`src/rtl/frm_evt_pkg.sv`:
```
package frm_evt_pkg;
    localparam int CNT_W      = 5;
    localparam int STAT_W     = 8;
    localparam int N_EVT      = 5;
    localparam int ALIGN_MOD  = 2;
    localparam int E1_MF_MOD  = 16;
    localparam int D4_MF_MOD  = 12;
    localparam int ESF_MF_MOD = 24;
    localparam int CRC_MF_MOD = 16;

    // event bit positions inside evt_pulse and status
    localparam int EV_RX_ALIGN = 0;
    localparam int EV_CRC_MF   = 1;
    localparam int EV_RX_MF    = 2;
    localparam int EV_TX_ALIGN = 3;
    localparam int EV_TX_MF    = 4;

    function automatic logic [CNT_W-1:0] mf_modulus(input logic e1, input logic esf);
        if (e1)
            return CNT_W'(E1_MF_MOD);
        else if (esf)
            return CNT_W'(ESF_MF_MOD);
        else
            return CNT_W'(D4_MF_MOD);
    endfunction
endpackage

```
`src/rtl/frm_period_cnt.sv`:
```
module frm_period_cnt #(
    parameter int W = 5
) (
    input  logic         clk,
    input  logic         rst_n,
    input  logic         clr,
    input  logic         adv,
    input  logic [W-1:0] modulus,
    output logic         hit
);
    typedef struct packed {
        logic [W-1:0] cnt;
    } cnt_st_t;

    cnt_st_t st_d, st_q;

    always_comb begin
        st_d = st_q;
        hit  = 1'b0;
        if (clr) begin
            st_d.cnt = '0;
        end else if (adv) begin
            hit = (st_q.cnt == modulus - W'(1));
            st_d.cnt = hit ? '0 : st_q.cnt + W'(1);
        end
    end

    always_ff @(posedge clk) begin
        if (!rst_n) st_q <= '0;
        else        st_q <= st_d;
    end

    // period counter never exceeds its selected modulus
    assert_cnt_in_range_R5: assert property (@(posedge clk) disable iff (!rst_n)
        !clr |-> (st_q.cnt < modulus));
endmodule

```
`src/rtl/frm_status_reg.sv`:
```
module frm_status_reg #(
    parameter int NE = 5,
    parameter int SW = 8
) (
    input  logic          clk,
    input  logic          rst_n,
    input  logic [NE-1:0] set,
    input  logic          wr,
    input  logic [SW-1:0] wdata,
    output logic [NE-1:0] evt,
    output logic [SW-1:0] status
);
    typedef struct packed {
        logic [NE-1:0] evt;
        logic [NE-1:0] sticky;
    } stat_st_t;

    stat_st_t st_d, st_q;
    logic [NE-1:0] clr_mask;

    always_comb begin
        clr_mask     = wr ? wdata[NE-1:0] : '0;
        st_d.evt     = set;
        st_d.sticky  = (st_q.sticky & ~clr_mask) | set;
    end

    always_ff @(posedge clk) begin
        if (!rst_n) st_q <= '0;
        else        st_q <= st_d;
    end

    assign evt    = st_q.evt;
    assign status = {{(SW-NE){1'b0}}, st_q.sticky};

    // every pulse shows in its status bit in the same cycle
    assert_pulse_in_status_R11: assert property (@(posedge clk) disable iff (!rst_n)
        (evt & ~status[NE-1:0]) == '0);

    // a status bit only falls after the host wrote a 1 to it
    assert_clear_needs_write_R8: assert property (@(posedge clk) disable iff (!rst_n)
        ($past(status[NE-1:0]) & ~status[NE-1:0]
            & ~($past(wr) ? $past(wdata[NE-1:0]) : '0)) == '0);
endmodule

```
`src/rtl/frm_evt_status.sv`:
```
module frm_evt_status
    import frm_evt_pkg::*;
#(
    parameter int CW = CNT_W,
    parameter int SW = STAT_W
) (
    input  logic             clk,
    input  logic             rst_n,
    input  logic             rx_frame_stb,
    input  logic             tx_frame_stb,
    input  logic             crc4_locked,
    input  logic             cfg_e1,
    input  logic             cfg_esf,
    input  logic             host_wr,
    input  logic [SW-1:0]    host_wdata,
    output logic [N_EVT-1:0] evt_pulse,
    output logic [SW-1:0]    status
);
    localparam int NE = N_EVT;

    typedef struct packed {
        logic e1;
        logic esf;
        logic lock;
    } ctl_t;

    ctl_t          ctl_d, ctl_q;
    logic          mode_chg;
    logic          lock_rise;
    logic [1:0]    stb;
    logic [CW-1:0] mf_mod;
    logic [NE-1:0] hit;

    always_comb begin
        ctl_d.e1   = cfg_e1;
        ctl_d.esf  = cfg_esf;
        ctl_d.lock = crc4_locked;
        mode_chg   = (ctl_q.e1 != cfg_e1) || (ctl_q.esf != cfg_esf);
        lock_rise  = crc4_locked && !ctl_q.lock;
        stb        = {tx_frame_stb, rx_frame_stb};
        mf_mod     = mf_modulus(cfg_e1, cfg_esf);
    end

    always_ff @(posedge clk) begin
        if (!rst_n) ctl_q <= '0;
        else        ctl_q <= ctl_d;
    end

    for (genvar s = 0; s < 2; s++) begin : g_side
        localparam int AI = (s == 0) ? EV_RX_ALIGN : EV_TX_ALIGN;
        localparam int MI = (s == 0) ? EV_RX_MF    : EV_TX_MF;

        frm_period_cnt #(.W(CW)) u_align (
            .clk     (clk),
            .rst_n   (rst_n),
            .clr     (mode_chg),
            .adv     (stb[s] & cfg_e1),
            .modulus (CW'(ALIGN_MOD)),
            .hit     (hit[AI])
        );

        frm_period_cnt #(.W(CW)) u_mf (
            .clk     (clk),
            .rst_n   (rst_n),
            .clr     (mode_chg),
            .adv     (stb[s]),
            .modulus (mf_mod),
            .hit     (hit[MI])
        );
    end

    frm_period_cnt #(.W(CW)) u_crc (
        .clk     (clk),
        .rst_n   (rst_n),
        .clr     (mode_chg | lock_rise),
        .adv     (rx_frame_stb & cfg_e1),
        .modulus (CW'(CRC_MF_MOD)),
        .hit     (hit[EV_CRC_MF])
    );

    frm_status_reg #(.NE(NE), .SW(SW)) u_stat (
        .clk    (clk),
        .rst_n  (rst_n),
        .set    (hit),
        .wr     (host_wr),
        .wdata  (host_wdata),
        .evt    (evt_pulse),
        .status (status)
    );

    // align and CRC4 pulses only follow a cycle spent in E1 mode
    assert_t1_no_e1_events_R6: assert property (@(posedge clk) disable iff (!rst_n)
        (evt_pulse[EV_RX_ALIGN] | evt_pulse[EV_CRC_MF] | evt_pulse[EV_TX_ALIGN])
            |-> $past(cfg_e1));

    // a receive multiframe pulse needs a receive strobe one cycle earlier
    assert_rx_mf_needs_strobe_R4: assert property (@(posedge clk) disable iff (!rst_n)
        evt_pulse[EV_RX_MF] |-> $past(rx_frame_stb));
endmodule

```
`config.mk`:
```
export PLATFORM = sky130hd
export DESIGN_NAME = frm_evt_status
export DESIGN_NICKNAME = d
export VERILOG_FILES = /design/src/rtl/frm_evt_pkg.sv /design/src/rtl/frm_period_cnt.sv /design/src/rtl/frm_status_reg.sv /design/src/rtl/frm_evt_status.sv
export SDC_FILE = /design/constraint.sdc
export NUM_CORES = 1
export LEC_CHECK = 0
export ABC_AREA = 1
export BUFFER_PORTS_ARGS = -buffer_cell sky130_fd_sc_hd__buf_4
export CAP_MARGIN = 0
export CORE_ASPECT_RATIO = 0.7
export CORE_MARGIN = 5
export CORE_UTILIZATION = 50
export CTS_CLUSTER_DIAMETER = 40
export DETAILED_ROUTE_END_ITERATION = 12
export HOLD_SLACK_MARGIN = 0.12
export MAX_ROUTING_LAYER = met4
export PLACE_DENSITY = 0.79
export SLEW_MARGIN = 20
export SYNTH_ARGS = -nofsm -noshare
export SYNTH_HDL_FRONTEND = slang
export SYNTH_SLANG_ARGS = --single-unit
export TNS_END_PERCENT = 5
```
`constraint.sdc`:
```
create_clock -name clk -period 1.47 [get_ports clk]
set_input_delay 0.294 -clock clk [delete_from_list [all_inputs] [get_ports clk]]
set_output_delay 0.294 -clock clk [all_outputs]
set_load 0.02 [all_outputs]
```
==> results.py <==
metrics = {
    "layout": {
        "final_cell_mix": "nand2_1 (52), nor2_1 (38), dfxtp_1 (38)",
        "instances_no_fill": 310,
        "utilization": 0.5960,
        "mostFrequentLayoutCell": "nand2_1",
        "n_fill_cell": 332,
        "multi_input_area_um2": 852.1,
        "register_area_um2": 760.7,
        "layout.nets": 282,
        "drive_gt1_frac": 0.1500,
        "n_antenna_cell": 0,
        "synthToLayoutAreaGrowth_pct": 16.42,
    },
    "setup_path": {
        "cp-start-kind": "flip-flop",
        "worstSetupEndpointType": "flip-flop",
        "crit_fanout": 5,
        "crit_arrival_ns": 1.49,
        "rr_startpoint": "g_side[0].u_mf.st_q[0]",
        "cp-startpoint": "g_side[0].u_mf.st_q[0]",
        "critical_path_class": "reg2reg",
        "cp.required_ns": 1.65,
        "r2r.worst_path.cells": 8,
    },
    "sta": {
        "grt_setup_unrepaired": "false",
        "fin_skew_ns": 0.008750,
        "period_share": 0.8901,
        "period_minus_slack_ns": 1.308,
        "hold_ws_ns": 0.2085,
        "finalHoldViolCount": 0,
        "setup-violations-final": 0,
        "maxSlewViolCount": 0,
        "max_freq_ghz": 0.7642,
        "setup_tns_ns": 0,
    },
    "status": {
        "status": "finished clean",
    },
    "power_and_ir_drop": {
        "ir_drop_mv": 0.7415,
        "powerDensity_nw_per_um2": 928.5,
        "leakagePower_nw": 0.9740,
    },
    "clocking": {
        "post-cts-setup-buffer-count": 0,
        "cts_tree": "done",
        "cts_hold_buf": 0,
        "cts_buffers": 5,
        "cts_resized": 0,
        "cts_buffer_depth": 2,
        "cts_root_buf": "clkbuf_8",
        "clk_latency_ns": 0.29,
        "h-tree-depth": 2,
        "path_clk_slew_ns": 0.07,
        "cts_sinks": 38,
    },
    "floorplan": {
        "die_area_um2": 4862,
        "rows": 18,
        "initial_core_util": 0.5119,
        "io_pins": 29,
        "die_y_um": 59.86,
        "core_um2": 3468,
        "die_x_um": 81.23,
    },
    "global_route": {
        "gr-total-overflow": 0,
        "grt_pass1_vias": 1267,
        "grt_max_degree": 12,
        "grtUsageTotal": 0.1546,
        "grt_pass1_wl_um": 5395,
        "antenna_found_initial": 0,
    },
    "synthesis": {
        "synthCells": 232,
        "yosys.area_share.simple": 0.2939,
        "syn_area_um2": 1775,
        "synth_top_family_by_area": "simple AND/OR/NAND/NOR gates",
        "ys_seq_area_frac": 0.4285,
        "ys_types": 23,
        "synth-compound-area-share": 0.03101,
        "synth_mux_area_frac": 0.01128,
        "synth_xor_area_frac": 0.08809,
        "synth-seq-cells": 38,
        "synth.avg_cell_area_um2": 7.653,
        "ys_warn_count": 0,
        "synth-adder-area-share": 0.04933,
    },
    "routing": {
        "num_vias": 1424,
        "drt_iter0_drc": 68,
        "drcViolationCount": 0,
        "vias_per_cell": 4.594,
        "dr.pass1.iters": 4,
        "routed_wl_um": 3275,
        "ant_nets": 0,
        "wl_per_cell_um": 10.56,
    },
    "placed_design": {
        "place_congestion": 0.8492,
        "portBuffers": 22,
        "placedCellCount": 302,
        "place_hpwl_um": 2428,
    },
    "flow_run": {
        "cap_violations": 0,
    },
    "min_path": {
        "min_from": "crc4_locked",
        "hold_path_depth": 3,
        "hold_path_class": "in2reg",
    },
}
path summary, 6_finish.rpt:
path	slack (ns)	to
max	0.16	g_side[0].u_mf.st_q[3]
min	0.21	ctl_q[0]
max reg2reg	0.16	g_side[0].u_mf.st_q[3]
min reg2reg	0.47	u_stat.status[0]
through the flow:
stage / area [µm²] / worst slack, ns / power [mW]
global route: 2067 / 0.02131 / 1.990
finish: 2067 / 0.1615 / 1.919
global placement: 1976 / 0.1853 / 1.202
floorplan: 1783 / 0.3403 / 1.163
CTS: 2067 / 0.1695 / 1.936
detailed placement: 1976 / 0.1461 / 1.206
routing by layer:
metal	GRT usage	vias to the layer above	part of all wire
li1	-	769	-
met1	0.1831	623	0.49
met2	0.2468	24	0.44
met3	0.04066	8	0.042
met4	0.07229	0	0.019
met5	-	-	0
Yosys cell counts, drive strengths merged:
master	number	area share
buf	7	0.032
ha	7	0.049
inv	30	0.063
dfxtp	38	0.43
nand2	53	0.11
mux2i	2	0.011
xnor2	5	0.025
xor2	12	0.063
nor2	39	0.087
nand3b	2	0.0085
nand3	21	0.068
o211ai	2	0.0085
nand4	5	0.018
o21ai	3	0.0085
a21oi	5	0.014
conb	1	0.0021
cells by family (layout without fill, tap and decap cells):
| kind of cell | count (synthesis) | in the layout |
|---|---|---|
| xor+xnor | 17 | 17 |
| mux | 2 | 2 |
| fa+ha+maj | 7 | 7 |
| buf+inv | 37 | 63 |
| simple gates | 120 | 120 |
| other cells | 1 | 3 |
| flops | 38 | 38 |
| compound gates | 10 | 10 |
sequential cells by signal, indices dropped and copies added (netlist names):
signal / cells
ctl_q: 3
u_stat.evt: 5
g_side.u_mf.st_q: 10
u_stat.status: 5
u_crc.st_q: 5
g_side.u_align.st_q: 10
worst max-delay path, cell delays in order (launching register included):
cell and delay (ns):
dfxtp_1 0.37, ha_1 0.16, nand2_1 0.09, inv_1 0.08
nand2_1 0.06, nor2_1 0.15, nand2_1 0.07, nand2_1 0.16
nor2_1 0.06
final cells by class:
class | count | share of cell area
inverter | 30 | 0.05448
clock inverter | 1 | 0.002421
tap | 50 | 0.03027
clock buffer | 7 | 0.04177
multi-input combinational | 159 | 0.4122
timing repair buffer | 25 | 0.09080
sequential | 38 | 0.3680
report_power, final:
| group | internal (mW) | total (mW) | switching [mW] |
|---|---|---|---|
| clock network | 0.378 | 0.738 | 0.359 |
| logic | 0.0528 | 0.135 | 0.0824 |
| registers | 1.04 | 1.05 | 0.00780 |
| total | 1.47 | 1.92 | 0.450 |
Power figures use the tool's default switching activity.
